===== src/rtl/lin_mode_pkg.sv =====
// Package: shared transceiver state encoding for the LIN mode controller.
// Assumes the two-bit encoding below is decoded by the analog power switches.
package lin_mode_pkg;
    typedef enum logic [1:0] {
        MODE_OFF    = 2'b00,
        MODE_LOWPWR = 2'b01,
        MODE_ACTIVE = 2'b10
    } lin_mode_e;
endpackage


===== src/rtl/lin_sync2.sv =====
// Module: two-flop synchronizer for one asynchronous level input.
// Assumes the input is a slow level. RST_VAL gives the reset level, which is
// the recessive level for LIN signals.
module lin_sync2 #(
    parameter bit RST_VAL = 1'b1
) (
    input  logic clk,
    input  logic rst_n,
    input  logic d_async,
    output logic q_sync
);
    logic meta_q;

    // Two-stage capture of the asynchronous level.
    always_ff @(posedge clk) begin
        if (!rst_n) begin
            meta_q <= RST_VAL;
            q_sync <= RST_VAL;
        end else begin
            meta_q <= d_async;
            q_sync <= meta_q;
        end
    end
endmodule


===== src/rtl/lin_wake_filter.sv =====
// Module: remote wake-up filter with a sticky flag.
// It counts consecutive dominant samples while enabled and raises the flag
// after WAKE_MIN of them. A recessive sample or disable restarts the count.
// Assumes bus_rec is already synchronized (1 = recessive).
module lin_wake_filter #(
    parameter int WAKE_MIN = 16
) (
    input  logic clk,
    input  logic rst_n,
    input  logic en,
    input  logic bus_rec,
    input  logic clr,
    output logic flag
);
    localparam int CNT_W = (WAKE_MIN > 1) ? $clog2(WAKE_MIN) : 1;
    localparam logic [CNT_W-1:0] CNT_LAST = CNT_W'(WAKE_MIN - 1);

    logic [CNT_W-1:0] dom_cnt;
    logic             hit;

    // Threshold reached on this dominant sample.
    always_comb hit = en && !bus_rec && (dom_cnt == CNT_LAST);

    // Consecutive dominant sample counter, held once the threshold is reached.
    always_ff @(posedge clk) begin
        if (!rst_n || !en || bus_rec) begin
            dom_cnt <= '0;
        end else if (dom_cnt != CNT_LAST) begin
            dom_cnt <= dom_cnt + 1'b1;
        end
    end

    // Sticky flag: a new detection wins over a simultaneous clear.
    always_ff @(posedge clk) begin
        if (!rst_n) begin
            flag <= 1'b0;
        end else if (hit) begin
            flag <= 1'b1;
        end else if (clr) begin
            flag <= 1'b0;
        end
    end

    // flag holds without a clear.
    p_flag_sticky_r10: assert property (@(posedge clk) disable iff (!rst_n)
        (flag && !clr) |=> flag);
    // the flag only rises after a dominant sample.
    p_wake_after_dom_r9: assert property (@(posedge clk) disable iff (!rst_n)
        $rose(flag) |-> !$past(bus_rec));
endmodule


===== src/rtl/lin_txd_guard.sv =====
// Module: transmit dominant timeout.
// It counts the clocks the synchronized transmit input stays low. After TXD_TO
// of them it blocks the driver until the input returns high, so the next
// falling edge starts a new window. Assumes txd_s is synchronized.
module lin_txd_guard #(
    parameter int TXD_TO = 40
) (
    input  logic clk,
    input  logic rst_n,
    input  logic txd_s,
    output logic blocked
);
    localparam int CNT_W = (TXD_TO > 1) ? $clog2(TXD_TO) : 1;
    localparam logic [CNT_W-1:0] CNT_LAST = CNT_W'(TXD_TO - 1);

    logic [CNT_W-1:0] lo_cnt;

    // Low-time counter; restarts whenever the input is high.
    always_ff @(posedge clk) begin
        if (!rst_n || txd_s) begin
            lo_cnt <= '0;
        end else if (!blocked && lo_cnt != CNT_LAST) begin
            lo_cnt <= lo_cnt + 1'b1;
        end
    end

    // Block flag: set at the end of the window, released by a high input.
    always_ff @(posedge clk) begin
        if (!rst_n || txd_s) begin
            blocked <= 1'b0;
        end else if (lo_cnt == CNT_LAST) begin
            blocked <= 1'b1;
        end
    end

    // a high transmit level releases the block.
    p_release_on_high_r8: assert property (@(posedge clk) disable iff (!rst_n)
        (blocked && txd_s) |=> !blocked);
    // the block only starts while the input is low.
    p_block_needs_low_r8: assert property (@(posedge clk) disable iff (!rst_n)
        $rose(blocked) |-> !$past(txd_s));
endmodule


===== src/rtl/lin_mode_ctrl.sv =====
// Module: LIN transceiver mode and fail-safe controller (top).
// It decodes the transceiver state from the mode code, the standby bit and
// the battery flag, and gates the transmit and receive paths. It instantiates
// the synchronizers, the wake filter and the transmit timeout guard.
// Assumes the control inputs are synchronous to clk. txd_in and bus_in are
// asynchronous, and a floating txd_in is pulled high at the pad.
module lin_mode_ctrl
    import lin_mode_pkg::*;
#(
    parameter int WAKE_MIN = 16,
    parameter int TXD_TO   = 40
) (
    input  logic       clk,
    input  logic       rst_n,
    input  logic [1:0] sys_mode,
    input  logic       stby_ctl,
    input  logic       bat_ok,
    input  logic       txd_in,
    input  logic       bus_in,
    input  logic       wake_clr,
    output logic       drv_tx,
    output logic       rxd_out,
    output logic       wake_flag,
    output logic [1:0] mode_out
);
    lin_mode_e mode_q;
    lin_mode_e mode_nxt;
    logic      txd_s;
    logic      bus_s;
    logic      tx_blocked;
    logic      is_active;

    // Input synchronizers, both reset to the recessive level.
    lin_sync2 #(.RST_VAL(1'b1)) u_sync_txd (
        .clk(clk), .rst_n(rst_n), .d_async(txd_in), .q_sync(txd_s));
    lin_sync2 #(.RST_VAL(1'b1)) u_sync_bus (
        .clk(clk), .rst_n(rst_n), .d_async(bus_in), .q_sync(bus_s));

    // State decode: standby first, then the normal-and-powered check.
    always_comb begin
        if (stby_ctl)                  mode_nxt = MODE_LOWPWR;
        else if (sys_mode[1] && bat_ok) mode_nxt = MODE_ACTIVE;
        else                           mode_nxt = MODE_OFF;
    end

    // Registered transceiver state.
    always_ff @(posedge clk) begin
        if (!rst_n) mode_q <= MODE_OFF;
        else        mode_q <= mode_nxt;
    end

    lin_wake_filter #(.WAKE_MIN(WAKE_MIN)) u_wake (
        .clk(clk), .rst_n(rst_n), .en(mode_q == MODE_LOWPWR),
        .bus_rec(bus_s), .clr(wake_clr), .flag(wake_flag));

    lin_txd_guard #(.TXD_TO(TXD_TO)) u_guard (
        .clk(clk), .rst_n(rst_n), .txd_s(txd_s), .blocked(tx_blocked));

    // Output gating: the paths are open only in Active state.
    always_comb begin
        is_active = (mode_q == MODE_ACTIVE);
        drv_tx    = !(is_active && !tx_blocked && !txd_s);
        rxd_out   = is_active ? bus_s : 1'b1;
        mode_out  = mode_q;
    end

    // a wake-up only comes out of the Lowpower state.
    p_wake_only_lowpwr_r11: assert property (@(posedge clk) disable iff (!rst_n)
        $rose(wake_flag) |-> ($past(mode_q) == MODE_LOWPWR));
    // Active only follows a powered, non-standby request.
    p_active_needs_bat_r2: assert property (@(posedge clk) disable iff (!rst_n)
        (mode_q == MODE_ACTIVE) |-> ($past(bat_ok) && !$past(stby_ctl)));
    // the driver is never dominant while the guard blocks it.
    p_no_drive_blocked_r8: assert property (@(posedge clk) disable iff (!rst_n)
        tx_blocked |-> drv_tx);
endmodule


===== config.mk =====
export PLATFORM = sky130hd
export DESIGN_NAME = lin_mode_ctrl
export DESIGN_NICKNAME = d
export VERILOG_FILES = /design/src/rtl/lin_mode_pkg.sv /design/src/rtl/lin_sync2.sv /design/src/rtl/lin_wake_filter.sv /design/src/rtl/lin_txd_guard.sv /design/src/rtl/lin_mode_ctrl.sv
export SDC_FILE = /design/constraint.sdc
export NUM_CORES = 1
export LEC_CHECK = 0
export BUFFER_PORTS_ARGS = -buffer_cell sky130_fd_sc_hd__buf_2
export CORE_MARGIN = 5
export CORE_UTILIZATION = 30
export CTS_CLUSTER_DIAMETER = 50
export DETAILED_ROUTE_END_ITERATION = 8
export PLACE_DENSITY = 0.55
export SLEW_MARGIN = 20
export SYNTH_ARGS = -nofsm -noshare
export SYNTH_HDL_FRONTEND = slang
export SYNTH_SLANG_ARGS = --single-unit

===== constraint.sdc =====
create_clock -name clk -period 2 [get_ports clk]
set_clock_uncertainty 0.15 [all_clocks]
set_input_delay 0.4 -clock clk [delete_from_list [all_inputs] [get_ports clk]]
set_output_delay 0.4 -clock clk [all_outputs]
set_load 0.01 [all_outputs]

==> results_dict.tcl, run 1 <==
set metrics [dict create \
    gp_congestion 0.696 \
    io_pins 14 \
    antenna_left 0 \
    numClockSinks 18 \
    synth.avg_cell_area_sq_um 10.2 \
    worstSetupStartpointType "flip-flop" \
    synth.distinct_cells 36 \
    muxShareOfSynthArea_pct 1.29 \
    cpLargestDelayFamily "simple AND/OR/NAND/NOR gates" \
    grt.overflow.total 0 \
    rsz0062_at_grt "no" \
    clockBufferDepth 2 \
    slew_violations 0 \
    drive_above_1_share_pct 26.4 \
    holdWs_ns 0.121 \
    die_area_sq_mm 0.00371 \
    max_cap_viol_count 0 \
    numPortBuffers 12 \
    dieWidth_um 60.9 \
    intPower_uw 488 \
    cts_inserted_buffers 3 \
    placementRows 18 \
    crit_path_end_kind "output port" \
    ff2ff_setup_slack_ns 0.38 \
    cts_tree "built" \
    drt_pass1_iterations 4 \
    tightest_slew_ns 0.305 \
    comb_power_share_pct 3.6 \
    hold_class "primary input to flip-flop" \
    relSlewSlack_pct 79.6 \
    yosysMostFrequentCell "dfxtp_1" \
    finalNetCount 103 \
    utilization_pct 37.1 \
    post-dp-hpwl_um 955 \
    post-route-drc-count 0 \
    clk_latency_ns 0.30 \
    p_sw_share_pct 21.4 \
    ir_drop_mv 0.412 \
    worstPathRequired_ns 1.45 \
    cts_root_buffer "clkbuf_4" \
    cp_slowest_cell "or4b_4" \
    max_stage_delay_ns 0.52 \
    core_area_sq_mm 0.00248 \
    yosysWarningCount 0 \
    wl_mm 1.37 \
    seqCellArea_sq_um 362 \
    syn_to_final_growth_pct 18.4 \
    drt_iter0_markers 5 \
    report.final.setup_viol 0 \
    leakagePower_nw 0.396 \
    finalCritPeriodShare_pct 92.9 \
    vias 586 \
    antenna_found_initial 0 \
    synthArstFlopShare_pct 0 \
    die_h_um 60.9 \
    path_buf_inv 1 \
    synthesis.nets 87 \
    initial_utilization_pct 31.4 \
    fin_area_sq_um 920 \
    seqPwrFrac_pct 59.4 \
    synth-seq-cells 18 \
    yosysTopAreaCell "dfxtp_1" \
    grt_max_degree 13 \
    grt_pass1_vias 568 \
    min_path_cells 2 \
    ys_top_cells_by_area "dfxtp_1 46%, nand2b_1 4.0%, nor2_1 3.4%" \
    fin_crit_ns 1.86 \
    yosys-top-cells-count "18 x dfxtp_1, 7 x nor2_1, 5 x nand2_1, 5 x nand2b_1" \
    switchingPower_uw 133 \
    grt_usage_pct 8.79 \
    grt_pass1_wl_mm 2.38 \
    power.total_uw 621 \
    synth_simple_gate_area_share_pct 35.4 \
    timing.rr.start "u_guard.lo_cnt[0]" \
    post-cts-setup-buffers 0 \
    placed_area_sq_um 872 \
    synth.yosys.seq_area_share_pct 46.4 \
    critPathKind "flip-flop to output port" \
    htreeDepth 1 \
    hold_end "u_sync_bus.meta_q" \
    synthAdderAreaFrac_pct 3.22 \
    yosys.area.top_type_share_pct 46.4 \
    synth-edff-count 0 \
    finalHoldViolations 0 \
    power_density_mw_per_mm2 675 \
    synth-main-ff-cell "dfxtp_1" \
    crit_chain "or4b_4 -> buf_6" \
    synth_top_family_by_area "simple AND/OR/NAND/NOR gates" \
    antenna_cells 0 \
    critical_path_arrival_ns 1.31 \
    clkPwrFrac_pct 37.1 \
    fill_cells 259 \
    holdCritStartpoint "bus_in" \
    avgRoutedWirePerCell_um 11.3 \
    status "finished, final reports clean" \
    clk_pin_slew_ns 0.11 \
    synthXorXnorAreaFrac_pct 2.25 \
    multi_input_area_sq_um 410 \
    timing.rr.end "u_guard.lo_cnt[1]" \
    r2r_cells 4 \
    netlist_instances 76 \
    syn_area_sq_um 777 \
    synth_compound_area_share_pct 10.1 \
    tns_ns 0 \
    crit_path_max_fanout 4 \
    drt-vias-per-instance 4.84 \
    fmax_mhz 538 \
]
-- timing repair --
action | 4_1_cts | 5_1_grt
gates resized for setup | 3 | 0
hold buffers | 0 | 0
endpoints found under the setup margin | 1 | 0
hold endpoints to repair | 0 | 0
-- registers in the layout (all words and copies together) (netlist names) --
signal             flops
mode_out               2
u_wake.dom_cnt         4
u_sync_txd.q_sync      1
u_wake.flag            1
u_guard.blocked        1
u_sync_bus.meta_q      1
u_guard.lo_cnt         6
u_sync_txd.meta_q      1
u_sync_bus.q_sync      1
-- layout by cell type, fill, tap and decap left out, types with 2 or more instances in the layout --
cell type  instances
a31oi_1            2
nand3_1            3
nand4b_1           2
nand2_1            5
buf_2             11
o21ai_0            3
nor2_1             7
clkbuf_4           3
or3b_2             2
a21oi_1            2
nand2b_1           5
ha_1               2
dfxtp_1           17
-- worst max path at each step --
| stage | from | endpoint | slack (ns) | cells after the start |
|---|---|---|---|---|
| after CTS | mode_out[0] | drv_tx | 0.13 | 2 |
| after detailed placement | rst_n | u_guard.lo_cnt[1] | 0.35 | 4 |
| after floorplan | u_guard.blocked | drv_tx | 0.39 | 1 |
| final | mode_out[0] | drv_tx | 0.14 | 2 |
| after global placement | u_guard.blocked | drv_tx | 0.35 | 2 |
| after global routing | u_sync_txd.q_sync | drv_tx | 0.11 | 2 |
-- logic make-up (layout without fill, tap and decap cells) --
group	Yosys count	after routing
AOI/OAI and AO/OA	12	12
buffers and inverters	2	17
and+or+nand+nor	39	39
adders and majority gates	2	2
DFF	18	18
xor gates and xnor gates	2	2
muxes	1	1
-- layout make-up --
cell class	count	area share (%)
multi-input cells	56	44.6
clock buffers	4	3.95
well taps	30	4.08
flip-flops and latches	18	39.3
repair buffers	13	8.03
-- power groups by stage --
stage / logic (mW) / registers, mW / clock network, mW
floorplan: 0.0115 / 0.376 / 0
global placement: 0.0219 / 0.377 / 0
detailed placement: 0.0222 / 0.377 / 0
CTS: 0.0226 / 0.369 / 0.243
global route: 0.0254 / 0.370 / 0.255
finish: 0.0222 / 0.369 / 0.230
-- stage by stage --
stage	cells	setup slack, ns
2_1_floorplan	76	0.392
3_3_place_gp	117	0.348
3_5_place_dp	117	0.350
4_1_cts	121	0.130
5_1_grt	121	0.110
6_report	121	0.142
-- routing by layer --
| layer | part of all wire (%) | track usage, % | up-vias | wire length (um) |
|---|---|---|---|---|
| met5 | 0 | 0 | - | 0 |
| met4 | 2.3 | 6.50 | 0 | 31 |
| met3 | 4.6 | 2.13 | 4 | 63 |
| met2 | 40 | 13.3 | 13 | 553 |
| met1 | 53 | 10.8 | 260 | 720 |
| li1 | - | - | 309 | - |
Power figures use the tool's default switching activity.
==> run 2, diff against run 1 <==
==> constraint.sdc (replaced) <==
create_clock -name clk -period 2 [get_ports clk]
set_clock_uncertainty 0.15 [all_clocks]
set_input_delay 0.4 -clock clk [delete_from_list [all_inputs] [get_ports clk]]
set_output_delay 0.4 -clock clk [all_outputs]
set_load 0.005 [all_outputs]
==> run 2 against run 1 <==
  * Global-route usage about the same
  * Cell area decreased by 0.41%
  * Via count increased by 3.2%
  * Count of clock-buffer cells in the layout unchanged
  * Setup slack improved by 0.029 ns
  * Maximum frequency increased by 1.6%
  * Sequential share of layout area increased by 0.43 points
  * Sequential cell count unchanged
  * Combinational power decreased by 4%
  * Non-clock buffer count unchanged
  * Register-to-register slack improved by 0.04 ns
  * Largest cell class unchanged
==> results_dict.tcl, run 2 (synthesized netlist as in run 1, its figures left out) <==
set metrics [dict create \
    avgRoutedWirePerCell_um 11.6 \
    die_h_um 60.9 \
    p_sw_share_pct 20.6 \
    seqCellArea_sq_um 364 \
    worst_slack_ns 0.171 \
    antenna_left 0 \
    cp_slowest_cell "or4b_4" \
    drt_pass1_iterations 4 \
    rsz0062_at_grt "no" \
    multi_input_area_sq_um 410 \
    antenna_cells 0 \
    gp_congestion 0.690 \
    fill_cells 271 \
    dieWidth_um 60.9 \
    drt_iter0_markers 11 \
    numClockSinks 18 \
    switchingPower_uw 127 \
    htreeDepth 1 \
    post-route-drc-count 0 \
    antenna_found_initial 0 \
    holdWs_ns 0.130 \
    cts_root_buffer "clkbuf_4" \
    critical_path_arrival_ns 1.28 \
    clkPwrFrac_pct 36.6 \
    final_cell_mix "15 x dfxtp_1, 12 x buf_2, 7 x nor2_1" \
    ir_drop_mv 0.379 \
    final_common_cell "dfxtp_1" \
    hold_class "primary input to flip-flop" \
    die_area_sq_mm 0.00371 \
    power_density_mw_per_mm2 672 \
    regMostFlops "u_guard.lo_cnt" \
    relSlewSlack_pct 79.3 \
    clockBufferDepth 2 \
    grt_pass1_wl_mm 2.44 \
    core_area_sq_mm 0.00248 \
    clk_pin_slew_ns 0.10 \
    slew_violations 0 \
    cts_inserted_buffers 3 \
    clk_latency_ns 0.29 \
    grt_usage_pct 8.83 \
    finalHoldViolations 0 \
    critPathKind "flip-flop to output port" \
    numPortBuffers 12 \
    vias 605 \
    tns_ns 0 \
    drt-vias-per-instance 5.00 \
    cts_tree "built" \
    finalNetCount 103 \
    tightest_slew_ns 0.310 \
    leakagePower_nw 0.393 \
    io_pins 14 \
    place_ws_ns 0.367 \
    initial_utilization_pct 31.4 \
    report.final.setup_viol 0 \
    wl_mm 1.41 \
    max_stage_delay_ns 0.51 \
    crit_chain "or4b_4 -> buf_2" \
    fmax_mhz 547 \
    syn_to_final_growth_pct 17.9 \
    placementRows 18 \
    finalCritPeriodShare_pct 91.5 \
    post-cts-setup-buffers 0 \
    max_cap_viol_count 0 \
    crit_path_max_fanout 2 \
    grt_max_degree 13 \
    holdBufCountCts 0 \
    worstSetupStartpointType "flip-flop" \
    grt.overflow.total 0 \
    intPower_uw 488 \
    worstPathRequired_ns 1.45 \
    power.total_uw 615 \
    drive_above_1_share_pct 28.6 \
    seqPwrFrac_pct 60.0 \
    status "finished, final reports clean" \
    largest_reg_flops 6 \
    comb_power_share_pct 3.5 \
    utilization_pct 37.0 \
    grt_pass1_vias 586 \
    fin_crit_ns 1.83 \
    crit_path_end_kind "output port" \
    post-dp-hpwl_um 982 \
]
-- run 2: worst max-delay path, delay by kind of cell (launching register included) --
kind | cells | cell delay (ns)
buf+inv | 1 | 0.14
simple gates | 1 | 0.51
flops | 1 | 0.33
-- run 2: worst paths after layout --
check	start	to	slack, ns	cells past startpoint
hold reg to reg	u_sync_txd.meta_q	u_sync_txd.q_sync	0.27	1
setup reg to reg	u_guard.lo_cnt[0]	u_guard.lo_cnt[1]	0.42	4
hold / removal	txd_in	u_sync_txd.meta_q	0.13	2
setup / recovery	u_guard.blocked	drv_tx	0.17	2
-- run 2: area by class of cell --
class	instances	area share, %
multi-input cells	56	44.8
flip-flops and latches	18	39.8
repair buffers	13	7.38
well taps	30	4.10
clock buffers	4	3.96
-- run 2: routing by layer --
| layer | vias up | part of all wire, % | track usage [%] |
|---|---|---|---|
| met5 | - | 0 | 0 |
| met4 | 0 | 0 | 5.57 |
| met3 | 0 | 4.3 | 2.13 |
| met2 | 11 | 46 | 13.9 |
| met1 | 283 | 50 | 10.8 |
| li1 | 311 | - | - |
-- run 2: timing repair --
action,4_1_cts,5_1_grt
resized for setup,0,4
setup endpoints to repair,0,1
hold endpoints to repair,0,0
-- run 2: power groups by stage --
stage	Clock [mW]	Combinational, mW	Sequential (mW)
CTS	0.242	0.0216	0.369
detailed placement	0	0.0216	0.377
finish	0.225	0.0213	0.369
floorplan	0	0.0114	0.376
global route	0.249	0.0249	0.370
global placement	0	0.0212	0.377
-- run 2: metrics by stage --
step,std cells,area (sq um)
CTS,121,908
global placement,117,872
global route,121,916
floorplan,76,777
finish,121,916
detailed placement,117,872
==> run 3, diff against run 2 <==
CTS_CLUSTER_DIAMETER = unset   (was 50)
clock period = 2.2 ns   (was 2 ns; I/O delays follow)
==> run 3 against run 2 <==
  * Die area stayed put
  * Via count is 3.1% lower
  * Global-route usage is 0.43 points lower
  * Largest cell class unchanged
  * Critical path depth stayed put
  * Cell area is 1.6% lower
  * First-iteration DRC count is 9.1% higher
==> results_dict.tcl, run 3 (synthesized netlist as in run 1, its figures left out) <==
set metrics [dict create \
    grtUsageMet1_pct 11.7 \
    critical_path_arrival_ns 1.52 \
    placed_area_sq_um 865 \
    fin_area_sq_um 901 \
    holdWs_ns 0.177 \
    r2r_cells 4 \
    intPower_uw 444 \
    finalNetCount 102 \
    cts_tree "built" \
    finalCritPeriodShare_pct 95.7 \
    p_sw_share_pct 20.7 \
    grt_use_met3_pct 3.83 \
    syn_to_final_growth_pct 15.9 \
    slew_violations 0 \
    antenna_left 0 \
    die_h_um 60.9 \
    grt_util_met2_pct 12.4 \
    clkPwrFrac_pct 36.6 \
    die_area_sq_mm 0.00371 \
    grt.overflow.total 0 \
    cts_root_buffer "clkbuf_4" \
    final_common_cell "dfxtp_1" \
    crit_path_max_fanout 9 \
    tns_ns 0 \
    crit_path_end_kind "output port" \
    holdBufCountCts 0 \
    seqCellArea_sq_um 360 \
    multi_input_area_sq_um 407 \
    hold_end "u_sync_txd.meta_q" \
    placementRows 18 \
    clk_latency_ns 0.29 \
    cts_inserted_buffers 3 \
    htreeDepth 1 \
    regMostFlops "u_guard.lo_cnt" \
    grt_max_degree 13 \
    worstPathRequired_ns 1.61 \
    power_density_mw_per_mm2 620 \
    hold_class "primary input to flip-flop" \
    drt_pass1_iterations 4 \
    tightest_slew_ns 0.312 \
    worstSetupStartpointType "flip-flop" \
    ff2ff_setup_slack_ns 0.60 \
    core_area_sq_mm 0.00248 \
    drt_iter0_markers 12 \
    fmax_mhz 475 \
    avgRoutedWirePerCell_um 11.2 \
    post-route-drc-count 0 \
    fill_cells 263 \
    antenna_cells 0 \
    rsz0062_at_grt "no" \
    antenna_found_initial 0 \
    comb_power_share_pct 3.5 \
    max_cap_viol_count 0 \
    post-cts-setup-buffers 0 \
    switchingPower_uw 115 \
    numPortBuffers 12 \
    vias 586 \
    gp_congestion 0.729 \
    critPathKind "flip-flop to output port" \
    grt.busiest_layer "met2" \
    status "finished, final reports clean" \
    numClockSinks 18 \
    io_pins 14 \
    initial_utilization_pct 31.4 \
    leakagePower_nw 0.386 \
    clockBufferDepth 2 \
    timing.rr.end "u_guard.lo_cnt[1]" \
    ir_drop_mv 0.412 \
    grt_pass1_wl_mm 2.32 \
    drt-vias-per-instance 4.88 \
    largest_reg_flops 6 \
    utilization_pct 36.4 \
    clk_pin_slew_ns 0.10 \
    drive_above_1_share_pct 24.4 \
    finalHoldViolations 0 \
    wl_mm 1.34 \
    fin_crit_ns 2.11 \
    ctsResizeCount 0 \
    post-dp-hpwl_um 965 \
    seqPwrFrac_pct 59.9 \
    grt_usage_pct 8.40 \
    dieWidth_um 60.9 \
    min_path_cells 2 \
    timing.rr.start "u_guard.lo_cnt[0]" \
    final_cell_mix "18 x dfxtp_1, 12 x buf_2, 7 x nor2_1" \
    relSlewSlack_pct 79.1 \
    report.final.setup_viol 0 \
    grt_pass1_vias 507 \
    holdCritStartpoint "txd_in" \
]
run 3: power groups by stage:
stage / combinational, mW / sequential [mW] / clock [mW]
5_1_grt: 0.0222 / 0.336 / 0.228
4_1_cts: 0.0197 / 0.335 / 0.214
6_report: 0.0193 / 0.335 / 0.205
2_1_floorplan: 0.0103 / 0.342 / 0
3_3_place_gp: 0.0191 / 0.342 / 0
3_5_place_dp: 0.0197 / 0.343 / 0
run 3: worst max path at each step:
stage                    startpoint      to  depth (start not counted)
floorplan           u_guard.blocked  drv_tx                          1
global placement    u_guard.blocked  drv_tx                          2
detailed placement  u_guard.blocked  drv_tx                          2
CTS                 u_guard.blocked  drv_tx                          2
global route        u_guard.blocked  drv_tx                          2
finish              u_guard.blocked  drv_tx                          2
run 3: routing by layer:
layer | wire length [um] | part of all wire, %
met5 | 0 | 0
met4 | 10 | 0.75
met3 | 93 | 6.9
met2 | 561 | 42
met1 | 677 | 50
run 3: area by class of cell:
cell class	count	share of cell area [%]
clock buffer	4	4.03
multi-input combinational	56	45.1
sequential	18	40.0
tap	30	4.17
timing repair buffer	12	6.67
run 3: metrics by stage:
stage	total power, mW	setup WS, ns	cells
after detailed placement	0.362	0.423	116
after CTS	0.569	0.0811	120
final	0.559	0.0947	120
after floorplan	0.352	0.587	76
after global placement	0.362	0.405	116
after global routing	0.586	0.0356	120
run 3: worst max-delay path, cell delays in order, from the launching register on:
cell and delay [ns]:
dfxtp_1 0.40, or4b_2 0.68, buf_2 0.15
